--- config.mk ---
export PLATFORM = sky130hd
export DESIGN_NAME = dma_reload_seq
export DESIGN_NICKNAME = d
export VERILOG_FILES = /design/src/rtl/dma_rl_pkg.sv /design/src/rtl/dma_rl_addr.sv /design/src/rtl/dma_rl_count.sv /design/src/rtl/dma_reload_seq.sv
export SDC_FILE = /design/constraint.sdc
export NUM_CORES = 1
export LEC_CHECK = 0
export CORE_UTILIZATION = 53
export CTS_BUF_LIST = sky130_fd_sc_hd__clkbuf_16
export CTS_CLUSTER_SIZE = 12
export DETAILED_ROUTE_END_ITERATION = 12
export PLACE_DENSITY = 0.8
export SETUP_SLACK_MARGIN = 0.5
export SYNTH_ARGS = -nofsm -noshare
export SYNTH_HDL_FRONTEND = slang
export SYNTH_HIERARCHICAL = 1
export SYNTH_SLANG_ARGS = --single-unit
--- constraint.sdc ---
create_clock -name clk -period 2.9 [get_ports clk]
set_input_delay 0.87 -clock clk [delete_from_list [all_inputs] [get_ports clk]]
set_output_delay 0.87 -clock clk [all_outputs]
set_load 0.02 [all_outputs]
--- src/rtl/dma_rl_pkg.sv ---
package dma_rl_pkg;
   localparam logic [2:0] SEL_BSRC   = 3'd0;
   localparam logic [2:0] SEL_BDST   = 3'd1;
   localparam logic [2:0] SEL_TOTAL  = 3'd2;
   localparam logic [2:0] SEL_RELOAD = 3'd3;
   localparam logic [2:0] SEL_CTRL   = 3'd4;
   localparam logic [2:0] SEL_MASTER = 3'd5;

   localparam logic [2:0] MODE_RELOAD = 3'b011;

   localparam int CTRL_EN_BIT  = 3;
   localparam int CTRL_IE_BIT  = 4;
   localparam int CTRL_CLR_BIT = 5;

   localparam int PERIOD_LSB = 16;
   localparam int BLOCK_LSB  = 0;

   typedef struct packed {
      logic [2:0] mode;
      logic       ch_en;
      logic       ie;
   } ctrl_t;
endpackage

--- src/rtl/dma_rl_addr.sv ---
module dma_rl_addr #(
   parameter int ADDR_W = 32,
   parameter int STEP   = 4
) (
   input  logic              clk,
   input  logic              rst_n,
   input  logic              ld,
   input  logic [ADDR_W-1:0] ld_val,
   input  logic              adv,
   input  logic              rew,
   output logic [ADDR_W-1:0] base_o,
   output logic [ADDR_W-1:0] work_o
);
   localparam logic [ADDR_W-1:0] STEP_V = ADDR_W'(STEP);

   always_ff @(posedge clk or negedge rst_n) begin
      if (!rst_n) begin
         base_o <= '0;
         work_o <= '0;
      end else if (ld) begin
         base_o <= ld_val;
         work_o <= ld_val;
      end else if (rew) begin
         work_o <= base_o;
      end else if (adv) begin
         work_o <= work_o + STEP_V;
      end
   end
endmodule

--- src/rtl/dma_rl_count.sv ---
module dma_rl_count #(
   parameter int TOT_W = 24,
   parameter int BLK_W = 8
) (
   input  logic             clk,
   input  logic             rst_n,
   input  logic             ld_tot,
   input  logic             ld_rel,
   input  logic [31:0]      wdata,
   input  logic             step,
   input  logic             reload_mode,
   input  logic             clr,
   output logic [TOT_W-1:0] tot_o,
   output logic [BLK_W-1:0] blk_o,
   output logic [BLK_W-1:0] per_o,
   output logic             wrap_o,
   output logic             half_o,
   output logic             end_o
);
   import dma_rl_pkg::*;

   localparam logic [TOT_W-1:0] ONE_T = TOT_W'(1);
   localparam logic [BLK_W-1:0] ONE_B = BLK_W'(1);

   logic [TOT_W-1:0] start_q;
   logic [TOT_W-1:0] tot_next;

   assign tot_next = tot_o - ONE_T;
   assign wrap_o   = reload_mode && (blk_o <= ONE_B);

   always_ff @(posedge clk or negedge rst_n) begin
      if (!rst_n) begin
         tot_o   <= '0;
         start_q <= '0;
      end else if (ld_tot) begin
         tot_o   <= wdata[TOT_W-1:0];
         start_q <= wdata[TOT_W-1:0];
      end else if (step) begin
         tot_o <= tot_next;
      end
   end

   always_ff @(posedge clk or negedge rst_n) begin
      if (!rst_n) begin
         blk_o <= '0;
         per_o <= '0;
      end else if (ld_rel) begin
         per_o <= wdata[PERIOD_LSB +: BLK_W];
         blk_o <= wdata[BLOCK_LSB +: BLK_W];
      end else if (step) begin
         if (wrap_o)           blk_o <= per_o;
         else if (blk_o != '0) blk_o <= blk_o - ONE_B;
      end
   end

   always_ff @(posedge clk or negedge rst_n) begin
      if (!rst_n) begin
         half_o <= 1'b0;
         end_o  <= 1'b0;
      end else if (clr) begin
         half_o <= 1'b0;
         end_o  <= 1'b0;
      end else if (step) begin
         if (tot_next == (start_q >> 1)) half_o <= 1'b1;
         if (tot_next == '0)             end_o  <= 1'b1;
      end
   end
endmodule

--- src/rtl/dma_reload_seq.sv ---
module dma_reload_seq #(
   parameter int ADDR_W     = 32,
   parameter int TOT_W      = 24,
   parameter int BLK_W      = 8,
   parameter int XFER_BYTES = 4
) (
   input  logic              clk,
   input  logic              rst_n,
   input  logic              wr_en,
   input  logic [2:0]        wr_sel,
   input  logic [31:0]       wr_data,
   input  logic              req,
   input  logic              nmi,
   output logic              xfer_valid,
   output logic [ADDR_W-1:0] xfer_src,
   output logic [ADDR_W-1:0] xfer_dst,
   output logic              half_flag,
   output logic              end_flag,
   output logic              irq
);
   import dma_rl_pkg::*;

   localparam int NUM_PTR = 2;

   generate
      if (BLK_W < 1 || BLK_W > 8)       $error("BLK_W must be 1..8");
      if (TOT_W < 2 || TOT_W > 32)      $error("TOT_W must be 2..32");
      if (ADDR_W < 8 || ADDR_W > 32)    $error("ADDR_W must be 8..32");
      if (XFER_BYTES < 1)               $error("XFER_BYTES must be positive");
   endgenerate

   ctrl_t ctrl_q;
   logic  me_q;
   logic  nmi_q;
   logic  go;
   logic  wrap;
   logic  clr;

   logic [TOT_W-1:0]  tot_q;
   logic [BLK_W-1:0]  blk_q;
   logic [BLK_W-1:0]  per_q;
   logic [ADDR_W-1:0] base_a [NUM_PTR];
   logic [ADDR_W-1:0] work_a [NUM_PTR];

   assign clr = wr_en && (wr_sel == SEL_CTRL) && wr_data[CTRL_CLR_BIT];

   always_ff @(posedge clk or negedge rst_n) begin
      if (!rst_n) begin
         ctrl_q <= '0;
         me_q   <= 1'b0;
         nmi_q  <= 1'b0;
      end else begin
         if (wr_en && wr_sel == SEL_CTRL) begin
            ctrl_q.mode  <= wr_data[2:0];
            ctrl_q.ch_en <= wr_data[CTRL_EN_BIT];
            ctrl_q.ie    <= wr_data[CTRL_IE_BIT];
         end
         if (wr_en && wr_sel == SEL_MASTER) me_q <= wr_data[0];
         if (clr)      nmi_q <= 1'b0;
         else if (nmi) nmi_q <= 1'b1;
      end
   end

   assign go = req && ctrl_q.ch_en && me_q && !nmi && !nmi_q &&
               (tot_q != '0) && !(half_flag && end_flag);

   generate
      for (genvar g = 0; g < NUM_PTR; g++) begin : g_ptr
         localparam logic [2:0] MY_SEL = (g == 0) ? SEL_BSRC : SEL_BDST;
         dma_rl_addr #(.ADDR_W(ADDR_W), .STEP(XFER_BYTES)) u_addr (
            .clk    (clk),
            .rst_n  (rst_n),
            .ld     (wr_en && wr_sel == MY_SEL),
            .ld_val (wr_data[ADDR_W-1:0]),
            .adv    (go && !wrap),
            .rew    (go && wrap),
            .base_o (base_a[g]),
            .work_o (work_a[g])
         );
      end
   endgenerate

   dma_rl_count #(.TOT_W(TOT_W), .BLK_W(BLK_W)) u_cnt (
      .clk         (clk),
      .rst_n       (rst_n),
      .ld_tot      (wr_en && wr_sel == SEL_TOTAL),
      .ld_rel      (wr_en && wr_sel == SEL_RELOAD),
      .wdata       (wr_data),
      .step        (go),
      .reload_mode (ctrl_q.mode == MODE_RELOAD),
      .clr         (clr),
      .tot_o       (tot_q),
      .blk_o       (blk_q),
      .per_o       (per_q),
      .wrap_o      (wrap),
      .half_o      (half_flag),
      .end_o       (end_flag)
   );

   always_ff @(posedge clk or negedge rst_n) begin
      if (!rst_n) begin
         xfer_valid <= 1'b0;
         xfer_src   <= '0;
         xfer_dst   <= '0;
      end else begin
         xfer_valid <= go;
         if (go) begin
            xfer_src <= work_a[0];
            xfer_dst <= work_a[1];
         end
      end
   end

   assign irq = end_flag && ctrl_q.ie;
endmodule

After elaboration in Yosys (flattened, before gate mapping)
Cells that the tools add are included.
Cells by class
  $add $sub $neg: 4
  order comparisons: 1
  eq/ne operators: 7
  mux-type cells: 20
  reduce and logical (&&, ||, !) cells: 38
Operators with widths (number)
  $mux 32: 6
  $add 32x3->32 const B: 2
  $mux 24: 2
  $mux 8: 4
  $eq 24x23->1: 1
  $logic_not 24->1: 1
  $reduce_bool 24->1: 1
  $sub 24x1->24 const B: 1
  $logic_and 1x1->1: 18
  $reduce_bool 2->1: 6
  $eq 3x2->1 const B: 3
  $reduce_bool 3->1: 3
  $le 8x1->1 const B: 1
  $mux 1: 8
  $reduce_bool 8->1: 1
  $sub 8x1->8 const B: 1
  $eq 3x3->1 const B: 2
  $reduce_and 2->1: 3
  $logic_not 1->1: 4
  $eq 3x1->1 const B: 1
  $logic_not 3->1: 1
Word-level totals
  bits in registers: 266
  input bits: 40
  output and inout bits: 68
  word-level logic and storage cells: 88

Longest topological paths before layout
Gate-level depths: netlist (run 1).
  depth after elaboration: 10
  mapped depth: 13
  mapped depth without buffers: 11

By module
Netlist (run 1), hierarchy kept.
Modules (own cells, without submodules)
  dma_rl_addr: instances 2, cells each 357, area each 3423.3 sq um, seq. area each 1601.5 sq um
  dma_rl_count: instances 1, cells each 489, area each 4090.2 sq um, seq. area each 1626.6 sq um
  dma_reload_seq: instances 1, cells each 178, area each 2976.6 sq um, seq. area each 1801.7 sq um

Least setup slack after synthesis (run 1)
OpenSTA, ideal clock, no wires.
  path kind: input to register
  start point: in nmi
  end point: reg g_ptr[0].u_addr.work_o[24]
  setup time: 76 ps
  arrival time: 2973 ps
  required time: 2824 ps
  slack: -149 ps
  cell stages on the path: 7
  buffers on the path: 0
  cell sequence: a211oi_1 > nand4_1 > nor3_1 > clkinv_1 > or4_1 > xor2_1 > o21ai_1
Between the ends
  cells in the longest elaborated chain, start to end: 8
  elaborated cells between the ends (all ways): 10
  classes of those cells: mux: 2; reduce/logical: 8
Ends and longest elaborated chain
  start: declaration: line dma_reload_seq.sv:13  | input logic nmi,
  $logic_not 1->1 (*): line dma_reload_seq.sv:64  | assign go = req && ctrl_q.ch_en && me_q && !nmi && !nmi_q &&
  $logic_and 1x1->1 (*) (3 in series): line dma_reload_seq.sv:64
  $logic_and 1x1->1 (*): line dma_reload_seq.sv:65  | (tot_q != '0) && !(half_flag && end_flag);
  $logic_and 1x1->1: line dma_reload_seq.sv:76  | .rew (go && wrap),
  $mux 32: line dma_rl_addr.sv:23  | end else if (rew) begin
  $mux 32: line dma_rl_addr.sv:20  | end else if (ld) begin
  end signal: assignment: line dma_rl_addr.sv:22  | work_o <= ld_val;
  end signal: assignment: line dma_rl_addr.sv:24  | work_o <= base_o;
  end signal: assignment: line dma_rl_addr.sv:26  | work_o <= work_o + STEP_V;
  end: declaration: line dma_rl_addr.sv:12  | output logic [ADDR_W-1:0] work_o
Mark *: on every way between the ends. The rest lies on a longest branch, timed or not.
A chain may end at the register's enable or synchronous reset.

Worst setup path in the final report (run 1)
  start point: reg u_cnt.tot_o[9]
  end point: reg u_cnt.half_o
Between the ends
  cells in the longest elaborated chain, start to end: 5
  elaborated cells between the ends (all ways): 8
  classes of those cells: add/sub: 1; eq/ne: 1; reduce/logical: 6
Ends and longest elaborated chain
  start: declaration: line dma_rl_count.sv:13  | output logic [TOT_W-1:0] tot_o,
  start signal: assignment: line dma_rl_count.sv:36  | tot_o <= wdata[TOT_W-1:0];
  start signal: assignment: line dma_rl_count.sv:39  | tot_o <= tot_next;
  branches (longest 4 deep; another with $sub 24x1->24)
  $reduce_and 2->1 (no source line) (*)
  end signal: assignment: line dma_rl_count.sv:58  | half_o <= 1'b0;
  end signal: assignment: line dma_rl_count.sv:61  | half_o <= 1'b0;
  end signal: assignment: line dma_rl_count.sv:64  | if (tot_next == (start_q >> 1)) half_o <= 1'b1;
  end: declaration: line dma_rl_count.sv:17  | output logic half_o,
Mark *: on every way between the ends.

==> run summary, run 1 <==
post-synthesis sequential area ratio - 47.7%
sequential cell area - 6640 sq um
Slowest cell on crit path - or4_4
grt met2 use - 55.5%
Hold Crit Class - in -> async
Synth area leaders - dfrtp_1, mux2_2, mux2_4, o21ai_0, nand2_1
syn_nets - 1427
Leak - 0.00874 uW
CP bufs+invs - 0
delay-heaviest family, CP - simple AND/OR/NAND/NOR gates
final hold vios - 0
Top cell by count, worst path - or3_4
CP Capture Type - register
Critical Path AT - 3.33 ns
Synth async-reset ratio - 100%
die height - 164 microns
Synth area leader - dfrtp_1
clock-pin slew on the worst setup and hold paths - 0.06 ns
hpwl dp - 28500 microns
Root Buffer Master - clkbuf_16
minimum hold slack - 0.215 ns
Place WS - -0.317 ns
Synth top area share - 47.7%
VDD IR max - 0.437 mV
Slew Viols, Final - 0
fraction of layout cells with a size suffix above 1 - 32.3%
Synth Instances - 1381
crit-path cells - or4_4 > or4b_4 > or3_4 > xnor2_1 > a22o_1 > or3_4 > o32ai_2
TNS Setup - 0 ns
clk_lat worst skew - 0.57 ns
commonest non-fill, non-tap cell in the layout - dfrtp_1
I/O Pins - 108
Pwr Total - 10700 uW
GR met1 Demand/Resource - 47.2%
status - finished, final reports clean
Worst setup SP type - register
via density per instance - 6.52
TritonCTS buffer count - 29
final worst slack - 0.0272 ns
DRC viols - 0
core area - 25500 sq um
Post-synth EDFFs - 0
CTS tree - yes
critical path's largest stage delay - 0.54 ns
All-Layer GR Usage - 35.3%
dominant synthesized flop cell - dfrtp_1
row cnt - 58
routed vias - 12900
die area - 26900 sq um
post-synthesis register bit count - 265
Max transition margin - 53.6%
GRT overflow - 0
Crit Path Category - reg -> reg
DR WL/cell - 23.8 microns
final wirelength - 47100 microns
Post-DRT Antenna Nets - 0
Die Wd - 164 microns
Setup Skew - 0.0165 ns
largest net degree at the start of global routing - 72
Multi-input gate area - 7530 sq um
WP data required - 3.36 ns
fin nets - 1672
number of global-route vias before repair - 12900
initial antenna violation count - 0
port bufs - 107
Starting Density - 54.6%
number of max-cap violations - 0
RSZ-0062 raised after global routing - yes
first-pass GRT wire length - 72700 microns
f_max - 348 MHz
First DRT Iteration DRCs - 1512
First-pass DRT Iterations - 6
commonest non-fill, non-tap cells in the layout - dfrtp_1, buf_4, nand2_1
Final setup violation count - 0
CTS Buffer Depth - 3
Synth Cell Area - 13900 sq um
Final min period - 2.87 ns
dpl cells - 1852
htree depth - 1
gr busiest metal - met2
slew at the pin closest to its max-slew limit - 0.693 ns
M3 GR Usage - 6.16%
crit share post-route - 99.1%
Avg Inst Size Synth - 10.1 sq um
Yosys Warn Count - 6
Post-Layout Cell Count - 1976
clock sinks - 265
Area Growth Syn to Fin - 34.9%
Netlist cell types - 80
GP Congestion - 0.975
CP max FO - 2
fill count - 1589
Pwr per Cell Area - 570 nW/um^2
-- repair_timing --
item                       CTS  global route
gates resized for setup    209            74
pin swaps                   82            16
setup endpoints to repair  184           190
buffers inserted            58             4
hold buffers                 0             0
gates cloned                11             0
-- sequential cells by signal (all words and copies together) (netlist names) --
name                 count
ctrl_q                   5
u_cnt/blk_o              8
u_cnt/per_o              8
u_cnt/tot_o             24
u_cnt/half_o             1
me_q                     1
u_cnt/start_q           23
xfer_valid               1
xfer_src                32
nmi_q                    1
xfer_dst                32
g_ptr.u_addr/work_o     64
u_cnt/end_o              1
g_ptr.u_addr/base_o     64
-- per-layer routing --
metal  wire length [microns]  part of all wire, %
met4                    2490                  5.3
met2                   21600                   46
met5                       0                    0
met1                   18700                   40
met3                    4320                  9.2
-- Yosys cell counts (13+ instances only) --
cell,count
a211oi_1,13
a21oi_1,68
a22oi_1,30
buf_2,18
clkbuf_1,56
dfrtp_1,265
inv_1,63
mux2_2,85
mux2_4,40
nand2_1,116
nand3_1,36
nand4_1,25
nor2_1,90
nor3_1,40
nor4_1,20
o21ai_0,112
o31ai_1,17
xnor2_1,34
xor2_1,29
-- through the flow --
| step | cell area [sq um] | utilization [%] |
|---|---|---|
| after detailed placement | 16300 | 63.8 |
| after CTS | 18500 | 72.7 |
| after global routing | 18800 | 73.7 |
| final | 18800 | 73.7 |
| after floorplan | 14300 | - |
| after global placement | 16300 | 63.8 |
-- kinds of logic (layout without fill, tap and decap cells) --
logic type / Yosys count / in the layout / share of synthesized area [%]
flip-flops: 265 / 265 / 47.7
adder cells (fa/ha/maj): 6 / 6 / 0.540
AO/OA/AOI/OAI: 340 / 340 / 15.6
XOR/XNOR: 63 / 63 / 3.97
buffers and inverters: 151 / 412 / 4.83
AND/OR/NAND/NOR: 428 / 431 / 16.0
other: 0 / 1 / 0
multiplexers: 128 / 128 / 11.4
-- where the power goes --
group | internal (uW) | switching, uW
Combinational | 1090 | 1270
Sequential | 4250 | 594
Clock | 1970 | 1530
Total | 7310 | 3390
-- layout make-up --
type	instances	share of cell area (%)
Clock inverter	21	0.753
Sequential cell	265	35.4
Clock buffer	29	3.87
Multi-Input combinational cell	968	40.1
Timing Repair Buffer	297	16.4
Antenna cell	1	0.0133
Inverter	65	1.33
Tap cell	330	2.20
-- final timing paths --
| path | start | end | slack [ns] | cells past startpoint |
|---|---|---|---|---|
| setup / recovery | u_cnt/tot_o[9] | u_cnt/half_o | 0.03 | 7 |
| hold / removal | rst_n | g_ptr[1].u_addr/work_o[23] | 0.21 | 1 |
| setup reg to reg | u_cnt/tot_o[9] | u_cnt/half_o | 0.03 | 7 |
| hold reg to reg | g_ptr[0].u_addr/base_o[1] | g_ptr[0].u_addr/base_o[1] | 0.50 | 1 |
| max in group asynchronous | rst_n | u_cnt/tot_o[1] | 1.87 | 2 |
| min in group clk | g_ptr[0].u_addr/base_o[1] | g_ptr[0].u_addr/base_o[1] | 0.50 | 1 |
(Power assumes the default switching activity.)
==> run 2: changes to the inputs <==
Settings changed: CTS_CLUSTER_DIAMETER set to 200, GPL_ROUTABILITY_DRIVEN set to 0.
==> run 2 against run 1 <==
The flow now finishes with violations (negative setup slack); routed wire length is 12% lower; clock power shrank 14%; sequential share of layout area rose by 1.9 points; power shrank 6.8%; critical endpoint unchanged; clock-buffer cell count is 3 lower; register-to-register slack lost 0.05 ns; combinational power fell by 8%; worst setup slack lost 0.054 ns; clock skew grew 0.0033 ns; largest power group unchanged.
==> run summary, run 2 (synthesized netlist as in run 1, its figures left out) <==
Pwr per Cell Area - 561 nW/um^2 (-1.6%)
All-Layer GR Usage - 30.2% (-5.1 points)
Crit Path Category - reg -> reg
First-pass DRT Iterations - 6 (unchanged)
DRC viols - 0 (unchanged)
Area Growth Syn to Fin - 27.9%
Crit. path cell count - 9 (+2)
commonest non-fill, non-tap cells in the layout - dfrtp_1, buf_4, nand2_1
initial antenna violation count - 0 (unchanged)
Slew Viols, Final - 0 (unchanged)
routed vias - 12300 (-4.8%)
diode count - 0 (-1)
final instance area - 17800 sq um (-5.2%)
final worst slack - -0.0266 ns (-0.0538 ns)
Critical Path AT - 3.38 ns (+0.05 ns)
number of max-cap violations - 0 (unchanged)
port bufs - 107 (unchanged)
DR WL/cell - 21.7 microns (-9.1%)
Worst setup SP type - register
Hold Crit Class - in -> async
crit share post-route - 101% (+1.9 points)
Worst R2R Start - u_cnt/tot_o[15]
Top cell by count, worst path - buf_4
CTS tree - yes
final wirelength - 41400 microns (-12%)
VDD IR max - 0.418 mV (-4.4%)
Die Wd - 164 microns (unchanged)
Final min period - 2.93 ns (+0.0538 ns)
fraction of layout cells with a size suffix above 1 - 27.5% (-4.9 points)
die area - 26900 sq um (unchanged)
hold buffers post-CTS - 0 (unchanged)
crit-path cells - or4_4 > or4b_4 > buf_4 > nor4_1 > buf_4 > xnor2_1 > o2111a_1 > nand4_1 > o32ai_2
hpwl dp - 27600 microns (-3.4%)
die height - 164 microns (unchanged)
fill count - 1707 (+7.4%)
CP max FO - 2 (unchanged)
GRT overflow - 0 (unchanged)
TritonCTS buffer count - 26 (-10%)
first-pass GRT wire length - 63400 microns (-13%)
r2r setup slk - -0.03 ns (-0.05 ns)
number of global-route vias before repair - 11700 (-9.2%)
critical path's largest stage delay - 0.54 ns (about the same)
R2R Path End - u_cnt/half_o
Setup Skew - 0.0198 ns (+0.00326 ns)
core area - 25500 sq um (unchanged)
CP Capture Type - register
TNS Setup - -0.0266 ns (-0.0266 ns)
clock-pin slew on the worst setup and hold paths - 0.06 ns (about the same)
Slowest cell on crit path - or4_4
f_max - 342 MHz (-1.8%)
failing checks - negative setup slack
Leak - 0.00828 uW (-5.2%)
largest net degree at the start of global routing - 74 (+2.8%)
dpl cells - 1842 (-0.54%)
commonest non-fill, non-tap cell in the layout - dfrtp_1
WP data required - 3.35 ns (about the same)
via density per instance - 6.41 (-1.6%)
Multi-input gate area - 7260 sq um (-3.5%)
Root Buffer Master - clkbuf_16
I/O Pins - 108 (unchanged)
First DRT Iteration DRCs - 1354 (-10%)
biggest registers after layout - g_ptr.u_addr/base_o (64), g_ptr.u_addr/work_o (64)
Max transition margin - 58.1% (+4.4 points)
RSZ-0062 raised after global routing - yes
status - finished with violations
Post-DRT Antenna Nets - 0 (unchanged)
clk_lat worst skew - 0.56 ns (about the same)
Post-Layout Cell Count - 1911 (-3.3%)
CP bufs+invs - 2 (+2)
CTS Buffer Depth - 3 (unchanged)
Starting Density - 54.6% (unchanged)
Final setup violation count - 1 (+1)
fin nets - 1625 (-2.8%)
clock sinks - 265 (unchanged)
htree depth - 1 (unchanged)
slew at the pin closest to its max-slew limit - 0.623 ns (-0.0700 ns)
row cnt - 58 (unchanged)
sequential cell area - 6640 sq um (about the same)
delay-heaviest family, CP - simple AND/OR/NAND/NOR gates
crit path from - u_cnt/tot_o[15]
Area after DPL - 16200 sq um (-0.54%)
final hold vios - 0 (unchanged)
r2r worst-path depth - 9 (+2)
CP Capture Point - u_cnt/half_o
[run 2: through the flow]
| step | worst slack [ns] | total power, uW | hold slack [ns] | utilization, % |
|---|---|---|---|---|
| 6_report | -0.0266 | 9980 | 0.265 | 69.9 |
| 5_1_grt | -0.132 | 10400 | 0.296 | 69.9 |
| 4_1_cts | 0.0764 | 9820 | 0.284 | 67.4 |
| 3_5_place_dp | -0.250 | 6770 | 0.489 | 63.5 |
| 3_3_place_gp | -0.231 | 6690 | 0.476 | 63.5 |
| 2_1_floorplan | 0.0217 | 5970 | 0.462 | - |
[run 2: where the power goes]
group,leakage [uW],switching [uW],internal [uW]
clock,0.000349,1400,1600
sequential,0.00339,563,4250
combinational,0.00455,1160,1010
[run 2: what timing repair did]
| action | CTS | global route |
|---|---|---|
| resized for setup | 56 | 129 |
| buffers inserted | 19 | 18 |
| cloned | 0 | 2 |
| setup endpoints to repair | 133 | 140 |
| pin swaps | 12 | 30 |
[run 2: metal layers]
layer	wire length [microns]	vias to the layer above	GRT usage [%]	share of wire, %
met5	0	-	0	0
met4	2050	0	13.8	4.9
met3	3690	152	4.24	8.9
met2	19100	702	47.4	46
met1	16500	6010	41.7	40
li1	-	5394	-	-
[run 2: area by class of cell]
class | instances | share of cell area [%]
Tap cell | 330 | 2.32
Sequential cell | 265 | 37.3
Multi-Input combinational cell | 966 | 40.8
Inverter | 65 | 1.39
Clock buffer | 26 | 3.66
Timing Repair Buffer | 255 | 14.3
Clock inverter | 4 | 0.274
[run 2: worst register-to-register path, stage by stage (launching register included)]
cell	delay, ns
dfrtp_1	0.40
or4_4	0.54
or4b_4	0.51
buf_4	0.16
nor4_1	0.23
buf_4	0.18
xnor2_1	0.17
o2111a_1	0.24
nand4_1	0.13
o32ai_2	0.27
[run 2: how the worst min path moves through the flow]
| stage | start | end | cells after the start |
|---|---|---|---|
| 2_1_floorplan | g_ptr[0].u_addr/base_o[18] | g_ptr[0].u_addr/work_o[18] | 2 |
| 5_1_grt | rst_n | xfer_valid | 1 |
| 3_5_place_dp | g_ptr[0].u_addr/base_o[0] | g_ptr[0].u_addr/base_o[0] | 1 |
| 3_3_place_gp | g_ptr[0].u_addr/base_o[18] | g_ptr[0].u_addr/work_o[18] | 2 |
| 6_report | rst_n | g_ptr[1].u_addr/work_o[11] | 1 |
| 4_1_cts | rst_n | xfer_valid | 1 |
